--- src/rtl/hp_pkg.sv ---
package hp_pkg;

  typedef enum logic [2:0] {
    ACC_NONE,
    ACC_DRD,
    ACC_DWR,
    ACC_SRD,
    ACC_BAD
  } acc_e;

  typedef struct packed {
    logic usf1;
    logic usf0;
    logic dma;
    logic drc;
    logic soc;
    logic sic;
    logic ei;
    logic p1;
    logic p0;
  } ctl_t;

  // classify the host strobes seen in this cycle
  function automatic acc_e hp_classify(input logic cs_n, input logic a0,
                                       input logic rd_n, input logic wr_n,
                                       input logic ack_n);
    logic dsel;
    logic ssel;
    dsel = !ack_n || (!cs_n && !a0);
    ssel = ack_n && !cs_n && a0;
    if (!(dsel || ssel))         return ACC_NONE;
    if (rd_n && wr_n)            return ACC_NONE;
    if (!rd_n && !wr_n)          return ACC_BAD;
    if (dsel && !rd_n)           return ACC_DRD;
    if (dsel && !wr_n)           return ACC_DWR;
    if (ssel && !rd_n)           return ACC_SRD;
    return ACC_BAD;              // status write is ignored
  endfunction

  // byte lane used by the next host transfer: 1 = high byte
  function automatic logic hp_lane(input logic drc, input logic drs);
    return !drc && drs;
  endfunction

  // next host transfer is the last one of the exchange
  function automatic logic hp_final(input logic drc, input logic drs);
    return drc || drs;
  endfunction

endpackage

--- src/rtl/hp_bus_dec.sv ---
module hp_bus_dec
  import hp_pkg::*;
#(
  parameter int BW = 8
) (
  input  logic          clk,
  input  logic          rst_n,
  input  logic          cs_n,
  input  logic          a0,
  input  logic          rd_n,
  input  logic          wr_n,
  input  logic          ack_n,
  input  logic [BW-1:0] din,
  output acc_e          acc_now,
  output logic          acc_dack,
  output logic          end_rd,
  output logic          end_wr,
  output logic [BW-1:0] wbyte
);

  acc_e          acc_q;
  logic [BW-1:0] wb_q;

  assign acc_now  = hp_classify(cs_n, a0, rd_n, wr_n, ack_n);
  assign acc_dack = !ack_n && ((acc_now == ACC_DRD) || (acc_now == ACC_DWR));

  always_ff @(posedge clk) begin
    if (!rst_n) begin
      acc_q <= ACC_NONE;
      wb_q  <= '0;
    end else begin
      acc_q <= acc_now;
      if (acc_now == ACC_DWR) wb_q <= din;
    end
  end

  // a transfer commits on the edge where its strobe is no longer seen
  assign end_rd = (acc_q == ACC_DRD) && (acc_now != ACC_DRD);
  assign end_wr = (acc_q == ACC_DWR) && (acc_now != ACC_DWR);
  assign wbyte  = wb_q;

endmodule

--- src/rtl/hp_dreg.sv ---
module hp_dreg
  import hp_pkg::*;
#(
  parameter int BW    = 8,
  parameter int LANES = 2,
  localparam int DW   = BW * LANES
) (
  input  logic          clk,
  input  logic          rst_n,
  input  logic          core_ld,
  input  logic [DW-1:0] core_ldata,
  input  logic          core_rd,
  input  logic          core_peek,
  input  logic          drc,
  input  logic          end_rd,
  input  logic          end_wr,
  input  logic [BW-1:0] wbyte,
  output logic [DW-1:0] dr,
  output logic [DW-1:0] rdata,
  output logic          rqm,
  output logic          drs
);

  logic host_done;
  logic lane;
  logic last;
  logic core_claim;

  assign host_done  = end_rd || end_wr;
  assign lane       = hp_lane(drc, drs);
  assign last       = hp_final(drc, drs);
  assign core_claim = core_ld || core_rd;

  for (genvar g = 0; g < LANES; g++) begin : g_lane
    always_ff @(posedge clk) begin
      if (!rst_n)
        dr[g*BW +: BW] <= '0;
      else if (core_ld)
        dr[g*BW +: BW] <= core_ldata[g*BW +: BW];
      else if (end_wr && (lane == 1'(g)))
        dr[g*BW +: BW] <= wbyte;
    end
  end

  always_ff @(posedge clk) begin
    if (!rst_n) begin
      rqm <= 1'b0;
      drs <= 1'b0;
    end else if (core_claim) begin
      rqm <= 1'b1;
      drs <= 1'b0;
    end else if (host_done) begin
      if (last) begin
        rqm <= 1'b0;
        drs <= 1'b0;
      end else begin
        drs <= 1'b1;
      end
    end
  end

  always_ff @(posedge clk) begin
    if (!rst_n)
      rdata <= '0;
    else if (core_rd || core_peek)
      rdata <= dr;
  end

endmodule

--- src/rtl/hp_stat.sv ---
module hp_stat
  import hp_pkg::*;
#(
  parameter int BW  = 8,
  localparam int DW = 2 * BW
) (
  input  logic          clk,
  input  logic          rst_n,
  input  logic          ctl_we,
  input  ctl_t          ctl_in,
  input  logic          rqm,
  input  logic          drs,
  input  logic          acc_dack,
  output ctl_t          ctl,
  output logic [DW-1:0] stat_word,
  output logic          hreq
);

  always_ff @(posedge clk) begin
    if (!rst_n)      ctl <= '0;
    else if (ctl_we) ctl <= ctl_in;
  end

  always_comb begin
    stat_word         = '0;
    stat_word[DW-1]   = rqm;
    stat_word[DW-2]   = ctl.usf1;
    stat_word[DW-3]   = ctl.usf0;
    stat_word[DW-4]   = drs;
    stat_word[DW-5]   = ctl.dma;
    stat_word[DW-6]   = ctl.drc;
    stat_word[DW-7]   = ctl.soc;
    stat_word[DW-8]   = ctl.sic;
    stat_word[BW-1]   = ctl.ei;
    stat_word[1]      = ctl.p1;
    stat_word[0]      = ctl.p0;
  end

  assign hreq = ctl.dma && rqm && !(acc_dack && hp_final(ctl.drc, drs));

endmodule

--- src/rtl/hostport.sv ---
module hostport
  import hp_pkg::*;
#(
  parameter int BW  = 8,
  localparam int DW = 2 * BW
) (
  input  logic          clk,
  input  logic          rst_n,
  input  logic          hcs_n,
  input  logic          ha0,
  input  logic          hrd_n,
  input  logic          hwr_n,
  input  logic          hack_n,
  input  logic [BW-1:0] hdin,
  output logic [BW-1:0] hdout,
  output logic          hdoe,
  output logic          hreq,
  input  logic          core_ld,
  input  logic [DW-1:0] core_ldata,
  input  logic          core_rd,
  input  logic          core_peek,
  output logic [DW-1:0] core_rdata,
  input  logic          ctl_we,
  input  logic [8:0]    ctl_in,
  output logic [DW-1:0] stat_word,
  output logic          core_rqm,
  output logic          port_p0,
  output logic          port_p1
);

  acc_e          w_acc;
  logic          w_dack;
  logic          w_end_rd;
  logic          w_end_wr;
  logic [BW-1:0] w_wbyte;
  logic [DW-1:0] w_dr;
  logic          w_drs;
  ctl_t          w_ctl;

  hp_bus_dec #(.BW(BW)) u_dec (
    .clk      (clk),
    .rst_n    (rst_n),
    .cs_n     (hcs_n),
    .a0       (ha0),
    .rd_n     (hrd_n),
    .wr_n     (hwr_n),
    .ack_n    (hack_n),
    .din      (hdin),
    .acc_now  (w_acc),
    .acc_dack (w_dack),
    .end_rd   (w_end_rd),
    .end_wr   (w_end_wr),
    .wbyte    (w_wbyte)
  );

  hp_dreg #(.BW(BW), .LANES(2)) u_dreg (
    .clk        (clk),
    .rst_n      (rst_n),
    .core_ld    (core_ld),
    .core_ldata (core_ldata),
    .core_rd    (core_rd),
    .core_peek  (core_peek),
    .drc        (w_ctl.drc),
    .end_rd     (w_end_rd),
    .end_wr     (w_end_wr),
    .wbyte      (w_wbyte),
    .dr         (w_dr),
    .rdata      (core_rdata),
    .rqm        (core_rqm),
    .drs        (w_drs)
  );

  hp_stat #(.BW(BW)) u_stat (
    .clk       (clk),
    .rst_n     (rst_n),
    .ctl_we    (ctl_we),
    .ctl_in    (ctl_t'(ctl_in)),
    .rqm       (core_rqm),
    .drs       (w_drs),
    .acc_dack  (w_dack),
    .ctl       (w_ctl),
    .stat_word (stat_word),
    .hreq      (hreq)
  );

  assign hdoe = (w_acc == ACC_DRD) || (w_acc == ACC_SRD);

  always_comb begin
    hdout = '0;
    if (w_acc == ACC_SRD)
      hdout = stat_word[DW-1 -: BW];
    else if (w_acc == ACC_DRD)
      hdout = hp_lane(w_ctl.drc, w_drs) ? w_dr[DW-1 -: BW] : w_dr[BW-1:0];
  end

  assign port_p0 = w_ctl.p0;
  assign port_p1 = w_ctl.p1;

endmodule

--- config.mk ---
export PLATFORM = sky130hd
export DESIGN_NAME = hostport
export DESIGN_NICKNAME = d
export VERILOG_FILES = /design/src/rtl/hp_pkg.sv /design/src/rtl/hp_bus_dec.sv /design/src/rtl/hp_dreg.sv /design/src/rtl/hp_stat.sv /design/src/rtl/hostport.sv
export SDC_FILE = /design/constraint.sdc
export NUM_CORES = 1
export LEC_CHECK = 0
export BUFFER_PORTS_ARGS = -buffer_cell sky130_fd_sc_hd__buf_4
export CORE_MARGIN = 3
export CORE_UTILIZATION = 50
export CTS_BUF_LIST = sky130_fd_sc_hd__clkbuf_8 sky130_fd_sc_hd__clkbuf_16
export CTS_CLUSTER_DIAMETER = 150
export DETAILED_ROUTE_END_ITERATION = 6
export PLACE_DENSITY = 0.82
export SLEW_MARGIN = 20
export SYNTH_ARGS = -nofsm -noshare
export SYNTH_HDL_FRONTEND = slang
export SYNTH_SLANG_ARGS = --single-unit
--- constraint.sdc ---
create_clock -name clk -period 1.6 [get_ports clk]
set_input_delay 0.16 -clock clk [delete_from_list [all_inputs] [get_ports clk]]
set_output_delay 0.16 -clock clk [all_outputs]
set_load 0.02 [all_outputs]
==> results of run 1 <==
-- routing by layer --
metal	share of wire	up-vias	wire length, um	track usage
li1	-	1162	-	-
met1	0.45	991	2670	0.264
met2	0.49	60	2920	0.348
met3	0.054	6	324	0.0390
met4	0.0099	0	59	0.0472
met5	0	-	0	0
-- sequential cells by signal (all words and copies together), names as in the netlist --
name,cells
u_dec.acc_q,3
u_dec.wbyte,8
u_dreg.dr,16
u_dreg.drs,1
u_dreg.rdata,16
u_dreg.rqm,1
u_stat.ctl,9
-- kinds of logic after synthesis --
kind of cell | Yosys count
flops | 54
buf+inv | 29
mux | 34
simple gates | 127
other cells | 1
compound gates | 60
-- power breakdown --
| part | switching, uW | internal (uW) |
|---|---|---|
| combinational | 232 | 221 |
| sequential | 45.8 | 1400 |
| clock | 404 | 290 |
| total | 682 | 1910 |
-- cell usage in the layout (no fill, tap or decap) --
| cell | synthesis | layout |
|---|---|---|
| mux2i_1 | 34 | 34 |
| dfxtp_2 | 0 | 1 |
| inv_1 | 2 | 4 |
| or2_2 | 1 | 1 |
| o311a_1 | 1 | 1 |
| nand2b_4 | 0 | 1 |
| conb_1 | 1 | 5 |
| nor2b_1 | 19 | 19 |
| nand2b_1 | 3 | 2 |
| and2_1 | 17 | 17 |
| a31o_2 | 1 | 1 |
| o22a_1 | 1 | 1 |
| a21boi_0 | 23 | 23 |
| o21ai_2 | 1 | 1 |
| o21ai_1 | 1 | 8 |
| buf_6 | 0 | 1 |
| buf_4 | 10 | 92 |
| dfxtp_4 | 0 | 1 |
| a211oi_1 | 1 | 1 |
| o31ai_1 | 1 | 1 |
| nor3_1 | 2 | 2 |
| a21oi_1 | 2 | 2 |
| nor2_1 | 6 | 6 |
| a2111oi_4 | 1 | 1 |
| a21oi_4 | 2 | 2 |
| clkbuf_8 | 0 | 5 |
| nand2_1 | 69 | 69 |
| dfxtp_1 | 54 | 52 |
| a21boi_1 | 1 | 1 |
| o21ai_0 | 23 | 16 |
| o22ai_1 | 1 | 1 |
| nand3_1 | 10 | 10 |
-- final timing paths --
| kind | from | endpoint | slack [ns] | cells past startpoint |
|---|---|---|---|---|
| worst max-delay path | u_stat.ctl[5] | hdout[5] | 0.04 | 5 |
| worst min-delay path | hwr_n | u_dec.acc_q[2] | 0.05 | 2 |
| worst max register to register | u_stat.ctl[5] | u_dreg.dr[7] | 0.17 | 5 |
| worst min register to register | u_dec.wbyte[2] | u_dec.wbyte[2] | 0.46 | 2 |
-- timing repair --
action	4_1_cts	5_1_grt
endpoints found under the setup margin	8	8
gates resized for setup	7	6
cloned	1	0
setup buffers	1	1
-- layout make-up --
cell class / count / area (um2) / area share
Clock buffer: 5 / 68.8 / 0.0206
Clock inverter: 2 / 7.51 / 0.00225
Inverter: 2 / 7.51 / 0.00225
Multi-Input combinational cell: 226 / 1390 / 0.415
Sequential cell: 54 / 1090 / 0.325
Tap cell: 67 / 83.8 / 0.0251
Timing Repair Buffer: 93 / 702 / 0.210
-- per-stage QoR --
stage / power (uW) / utilization / setup TNS, ns / area [um2]
6_report: 2590 / 0.685 / 0 / 3340
5_1_grt: 2720 / 0.685 / -0.174 / 3340
4_1_cts: 2620 / 0.683 / 0 / 3330
3_5_place_dp: 1930 / 0.661 / 0 / 3230
3_3_place_gp: 1920 / 0.661 / 0 / 3230
2_1_floorplan: 1740 / - / 0 / 2610
-- worst register-to-register path, cell delays in order (launching register included) --
cell and delay, ns:
dfxtp_4 0.36, nand2b_4 0.14, buf_4 0.16, buf_4 0.14, a21oi_4 0.31, mux2i_1 0.25
==> impl_metrics.env, run 1 <==
export IMPL_crit_required_ns=1.44
export IMPL_holdWs_ns=0.0450
export IMPL_synth_top_family_by_area="simple AND/OR/NAND/NOR gates"
export IMPL_root_buffer="clkbuf_8"
export IMPL_ctsHoldBuffers=0
export IMPL_synth_top_cell_area_share=0.416
export IMPL_status="finished, final reports clean"
export IMPL_final_setup_worst_slack_ns=0.0376
export IMPL_wl_per_cell_um=13.3
export IMPL_setup_violations=0
export IMPL_final_period_utilization=0.977
export IMPL_wirelength_um=5970
export IMPL_gp_congestion=0.778
export IMPL_clkTransAtPathRegs_ns=0.08
export IMPL_vias=2219
export IMPL_clockBufferDepth=2
export IMPL_synthDistinctLibCells=29
export IMPL_crit_path_frequent_cell="buf_4"
export IMPL_tightest_slew_ns=0.528
export IMPL_drt_iter0_markers=125
export IMPL_relSlewSlack=0.648
export IMPL_dieArea_mm2=0.00609
export IMPL_grt_pass1_wl_um=9910
export IMPL_clkSinkCount=54
export IMPL_yosys_area_share_simple=0.228
export IMPL_overflow=0
export IMPL_cp_arrival_ns=1.40
export IMPL_fin_cells=449
export IMPL_nets=426
export IMPL_power_leakage_uw=0.00147
export IMPL_area_growth_pct=28.7
export IMPL_ys_ff_latch=54
export IMPL_synthesis_instances=305
export IMPL_synth_edff_count=0
export IMPL_synthTopCellsByArea="dfxtp_1, mux2i_1, nand2_1"
export IMPL_rsz0062_at_grt="true"
export IMPL_hpwl_um=4610
export IMPL_n_fill_cell=447
export IMPL_synth_cells_most_frequent="nand2_1, dfxtp_1, mux2i_1, a21boi_0, o21ai_0"
export IMPL_grt_usage=0.203
export IMPL_start_kind="flip-flop"
export IMPL_syn_area_mm2=0.00260
export IMPL_vdd_ir_drop_max_uv=541
export IMPL_drc=0
export IMPL_numPortBuffers=83
export IMPL_max_cap_violations=0
export IMPL_cp_max_fo=5
export IMPL_drt_pass1_iterations=4
export IMPL_synth_mux_area_frac=0.131
export IMPL_grt_start_max_net_pins=44
export IMPL_synth_fa_ha_area_frac=0
export IMPL_start_util=0.532
export IMPL_die_x_um=78.1
export IMPL_antenna_found_initial=0
export IMPL_ant_nets=0
export IMPL_grt_pass1_vias=2144
export IMPL_cp_slowest_cell="dfxtp_4"
export IMPL_synth_compound_area_frac=0.165
export IMPL_hold_viol_final=0
export IMPL_critPathBufInv=2
export IMPL_path_class="flip-flop to output pin"
export IMPL_synth_most_common_cell="nand2_1"
export IMPL_yosysWarnings=0
export IMPL_dieHeight_um=78.1
export IMPL_insertion_delay_ns=0.30
export IMPL_hp_class="input port to flip-flop"
export IMPL_critical_path_cell_chain="nand2b_4 > buf_4 > mux2i_1 > o21ai_1 > buf_4"
export IMPL_cts_tree="yes"
export IMPL_endpoint_kind="output pin"
export IMPL_slew_viol_final=0
export IMPL_rows=25
export IMPL_cp_slowest_stage_delay_ns=0.36
export IMPL_synth_top_area_cell="dfxtp_1"
export IMPL_layout_drive_gt1_share=0.280
export IMPL_min_period_ns=1.56
export IMPL_crit_family="flip-flops"
export IMPL_skew_ns=0.00425
export IMPL_core_mm2=0.00488
export IMPL_power_density_mw_per_mm2=776
export IMPL_seq_area_frac_synth=0.416
export IMPL_pre_cts_slack_ns=0.0547
export IMPL_htreeDepth=2
export IMPL_synthXorXnorAreaFrac=0
export IMPL_drt_vias_per_instance=4.94
export IMPL_numCtsBuffers=5
export IMPL_io_pins=89
export IMPL_synth_ff_type="dfxtp_1"
export IMPL_avgSynthCellArea_um2=8.51
export IMPL_async_flop_share=0
export IMPL_dp_cells=439
export IMPL_max_freq_ghz=0.640
export IMPL_n_antenna_cell=0
Power figures use the tool's default switching activity.
==> run 2: changes to the inputs <==
--- a/config.mk
+++ b/config.mk
@@ -6,12 +6,14 @@
 export NUM_CORES = 1
 export LEC_CHECK = 0
 export BUFFER_PORTS_ARGS = -buffer_cell sky130_fd_sc_hd__buf_4
+export CELL_PAD_IN_SITES_DETAIL_PLACEMENT = 1
+export CELL_PAD_IN_SITES_GLOBAL_PLACEMENT = 1
 export CORE_MARGIN = 3
-export CORE_UTILIZATION = 50
+export CORE_UTILIZATION = 36
 export CTS_BUF_LIST = sky130_fd_sc_hd__clkbuf_8 sky130_fd_sc_hd__clkbuf_16
 export CTS_CLUSTER_DIAMETER = 150
 export DETAILED_ROUTE_END_ITERATION = 6
-export PLACE_DENSITY = 0.82
+export PLACE_DENSITY = 0.81
 export SLEW_MARGIN = 20
 export SYNTH_ARGS = -nofsm -noshare
 export SYNTH_HDL_FRONTEND = slang
==> run 2 against run 1 <==
  * The run now ends with negative setup slack left
  * Fmax decreased by 2.9%
  * Power up 5.6%
  * Non-clock buffer count unchanged
  * Routed wire length rose by 16%
  * Sequential share of layout area decreased by 1.2 points
  * Worst setup slack got worse by 0.047 ns
  * Clock power rose by 18%
  * Clock skew is 0.0071 ns higher
  * Cell area rose by 3.7%
  * Utilization shrank 18 points
  * Global-route usage decreased by 3.2 points
  * Critical endpoint is now hdout[1]
  * Largest cell class unchanged
  * Highest routed layer unchanged
==> impl_metrics.env, run 2 (synthesis gave the netlist of run 1 again) <==
export IMPL_clockBufferDepth=2
export IMPL_swShare=0.287
export IMPL_layout_commonest_cell="buf_4"
export IMPL_dieArea_mm2=0.00827
export IMPL_endpoint_kind="output pin"
export IMPL_hp_class="input port to flip-flop"
export IMPL_core_mm2=0.00691
export IMPL_cp_max_fo=5
export IMPL_grt_pass1_wl_um=11200
export IMPL_power_switching_uw=787
export IMPL_final_cell_area_mm2=0.00346
export IMPL_wirelength_um=6950
export IMPL_placed_area_mm2=0.00328
export IMPL_vias=2247
export IMPL_drt_vias_per_instance=4.69
export IMPL_n_antenna_cell=0
export IMPL_reg_top3="u_dreg.dr (16), u_dreg.rdata (16), u_stat.ctl (9)"
export IMPL_wl_per_cell_um=14.5
export IMPL_htreeDepth=2
export IMPL_clkTransAtPathRegs_ns=0.11
export IMPL_power_leakage_uw=0.00147
export IMPL_n_fill_cell=846
export IMPL_setup_violations=2
export IMPL_hpwl_um=5420
export IMPL_max_cap_violations=0
export IMPL_nets=426
export IMPL_gp_congestion=0.743
export IMPL_final_setup_worst_slack_ns=-0.00987
export IMPL_final_setup_tns_ns=-0.0151
export IMPL_numCtsBuffers=5
export IMPL_ant_nets=0
export IMPL_die_x_um=90.9
export IMPL_drt_iter0_markers=59
export IMPL_grt_usage=0.171
export IMPL_tightest_slew_ns=0.544
export IMPL_crit_required_ns=1.44
export IMPL_layout_drive_gt1_share=0.298
export IMPL_final_cell_mix="buf_4, nand2_1, dfxtp_1"
export IMPL_root_buffer="clkbuf_8"
export IMPL_clkPwrFrac=0.299
export IMPL_relSlewSlack=0.638
export IMPL_hold_viol_final=0
export IMPL_area_growth_pct=33.4
export IMPL_insertion_delay_ns=0.32
export IMPL_skew_ns=0.0113
export IMPL_drc=0
export IMPL_status="complete, but fails checks"
export IMPL_power_density_mw_per_mm2=791
export IMPL_antenna_found_initial=0
export IMPL_rsz0062_at_grt="true"
export IMPL_cts_tree="yes"
export IMPL_numPortBuffers=83
export IMPL_violations="negative setup slack"
export IMPL_slew_viol_final=0
export IMPL_pre_cts_slack_ns=0.0136
export IMPL_sequentialPowerShare=0.530
export IMPL_cellInternalPower_uw=1950
export IMPL_overflow=0
export IMPL_p_comb_frac=0.171
export IMPL_vdd_ir_drop_max_uv=320
export IMPL_clkSinkCount=54
export IMPL_max_freq_ghz=0.621
export IMPL_dieHeight_um=90.9
export IMPL_grt_pass1_vias=2286
export IMPL_start_util=0.376
export IMPL_grt_start_max_net_pins=59
export IMPL_cp_arrival_ns=1.45
export IMPL_io_pins=89
export IMPL_path_class="flip-flop to output pin"
export IMPL_final_period_utilization=1.01
export IMPL_rows=30
export IMPL_start_kind="flip-flop"
export IMPL_min_period_ns=1.61
export IMPL_drt_pass1_iterations=4
export IMPL_ctsHoldBuffers=0
==> run 2: cell count changes in the layout (fill, tap and decap cells not counted), moves of 2 or more <==
cell	change
mux2i_1	-4
mux2i_4	+3
inv_1	-2
inv_6	+2
==> run 2: worst paths after layout <==
| path | depth (start not counted) | end | slack, ns | start |
|---|---|---|---|---|
| worst min register to register | 2 | u_dreg.rdata[12] | 0.47 | u_dreg.rdata[12] |
| worst min-delay path | 2 | u_dec.acc_q[2] | 0.03 | hwr_n |
| worst max register to register | 6 | u_dreg.dr[15] | 0.12 | u_stat.ctl[5] |
| worst max-delay path | 5 | hdout[1] | -0.01 | u_stat.ctl[5] |
==> run 2: critical path, stage by stage, from the launching register on <==
cell      delay, ns
dfxtp_2        0.33
nand2b_4       0.16
buf_12         0.15
mux2i_4        0.18
o21ai_1        0.14
buf_4          0.16
==> run 2: layer usage <==
layer  up-vias  part of all wire  global-route usage
met5         -                 0                   0
met4         0             0.015              0.0565
met3         6             0.035              0.0300
met2        46              0.51               0.310
met1      1031              0.44               0.201
li1       1164                 -                   -
==> run 2: timing repair <==
item,CTS,global route
resized for setup,16,1
pin swaps,1,1
gates cloned,1,0
endpoints found under the setup margin,6,9
buffers inserted,1,0
==> run 2: power by group through the flow <==
| stage | combinational [uW] | sequential (uW) | clock [uW] |
|---|---|---|---|
| floorplan | 247 | 1500 | 0 |
| global placement | 452 | 1470 | 0 |
| detailed placement | 464 | 1480 | 0 |
| CTS | 476 | 1450 | 835 |
| global route | 514 | 1460 | 904 |
| finish | 469 | 1450 | 819 |
==> run 2: per-stage QoR <==
step / hold slack [ns] / instances / power [uW] / util
after floorplan: 0.233 / 309 / 1740 / -
after global placement: 0.355 / 469 / 1930 / 0.475
after detailed placement: 0.362 / 469 / 1940 / 0.475
after CTS: 0.0190 / 479 / 2760 / 0.501
after global routing: 0.0235 / 479 / 2880 / 0.502
final: 0.0252 / 479 / 2740 / 0.502
==> run 2: area by class of cell <==
| cell class | instances | area [um2] | share of cell area |
|---|---|---|---|
| Multi-Input combinational cell | 226 | 1430 | 0.412 |
| Sequential cell | 54 | 1080 | 0.313 |
| Timing Repair Buffer | 93 | 731 | 0.211 |
| Tap cell | 96 | 120 | 0.0347 |
| Clock buffer | 5 | 68.8 | 0.0199 |
| Clock inverter | 3 | 26.3 | 0.00758 |
| Inverter | 2 | 7.51 | 0.00217 |
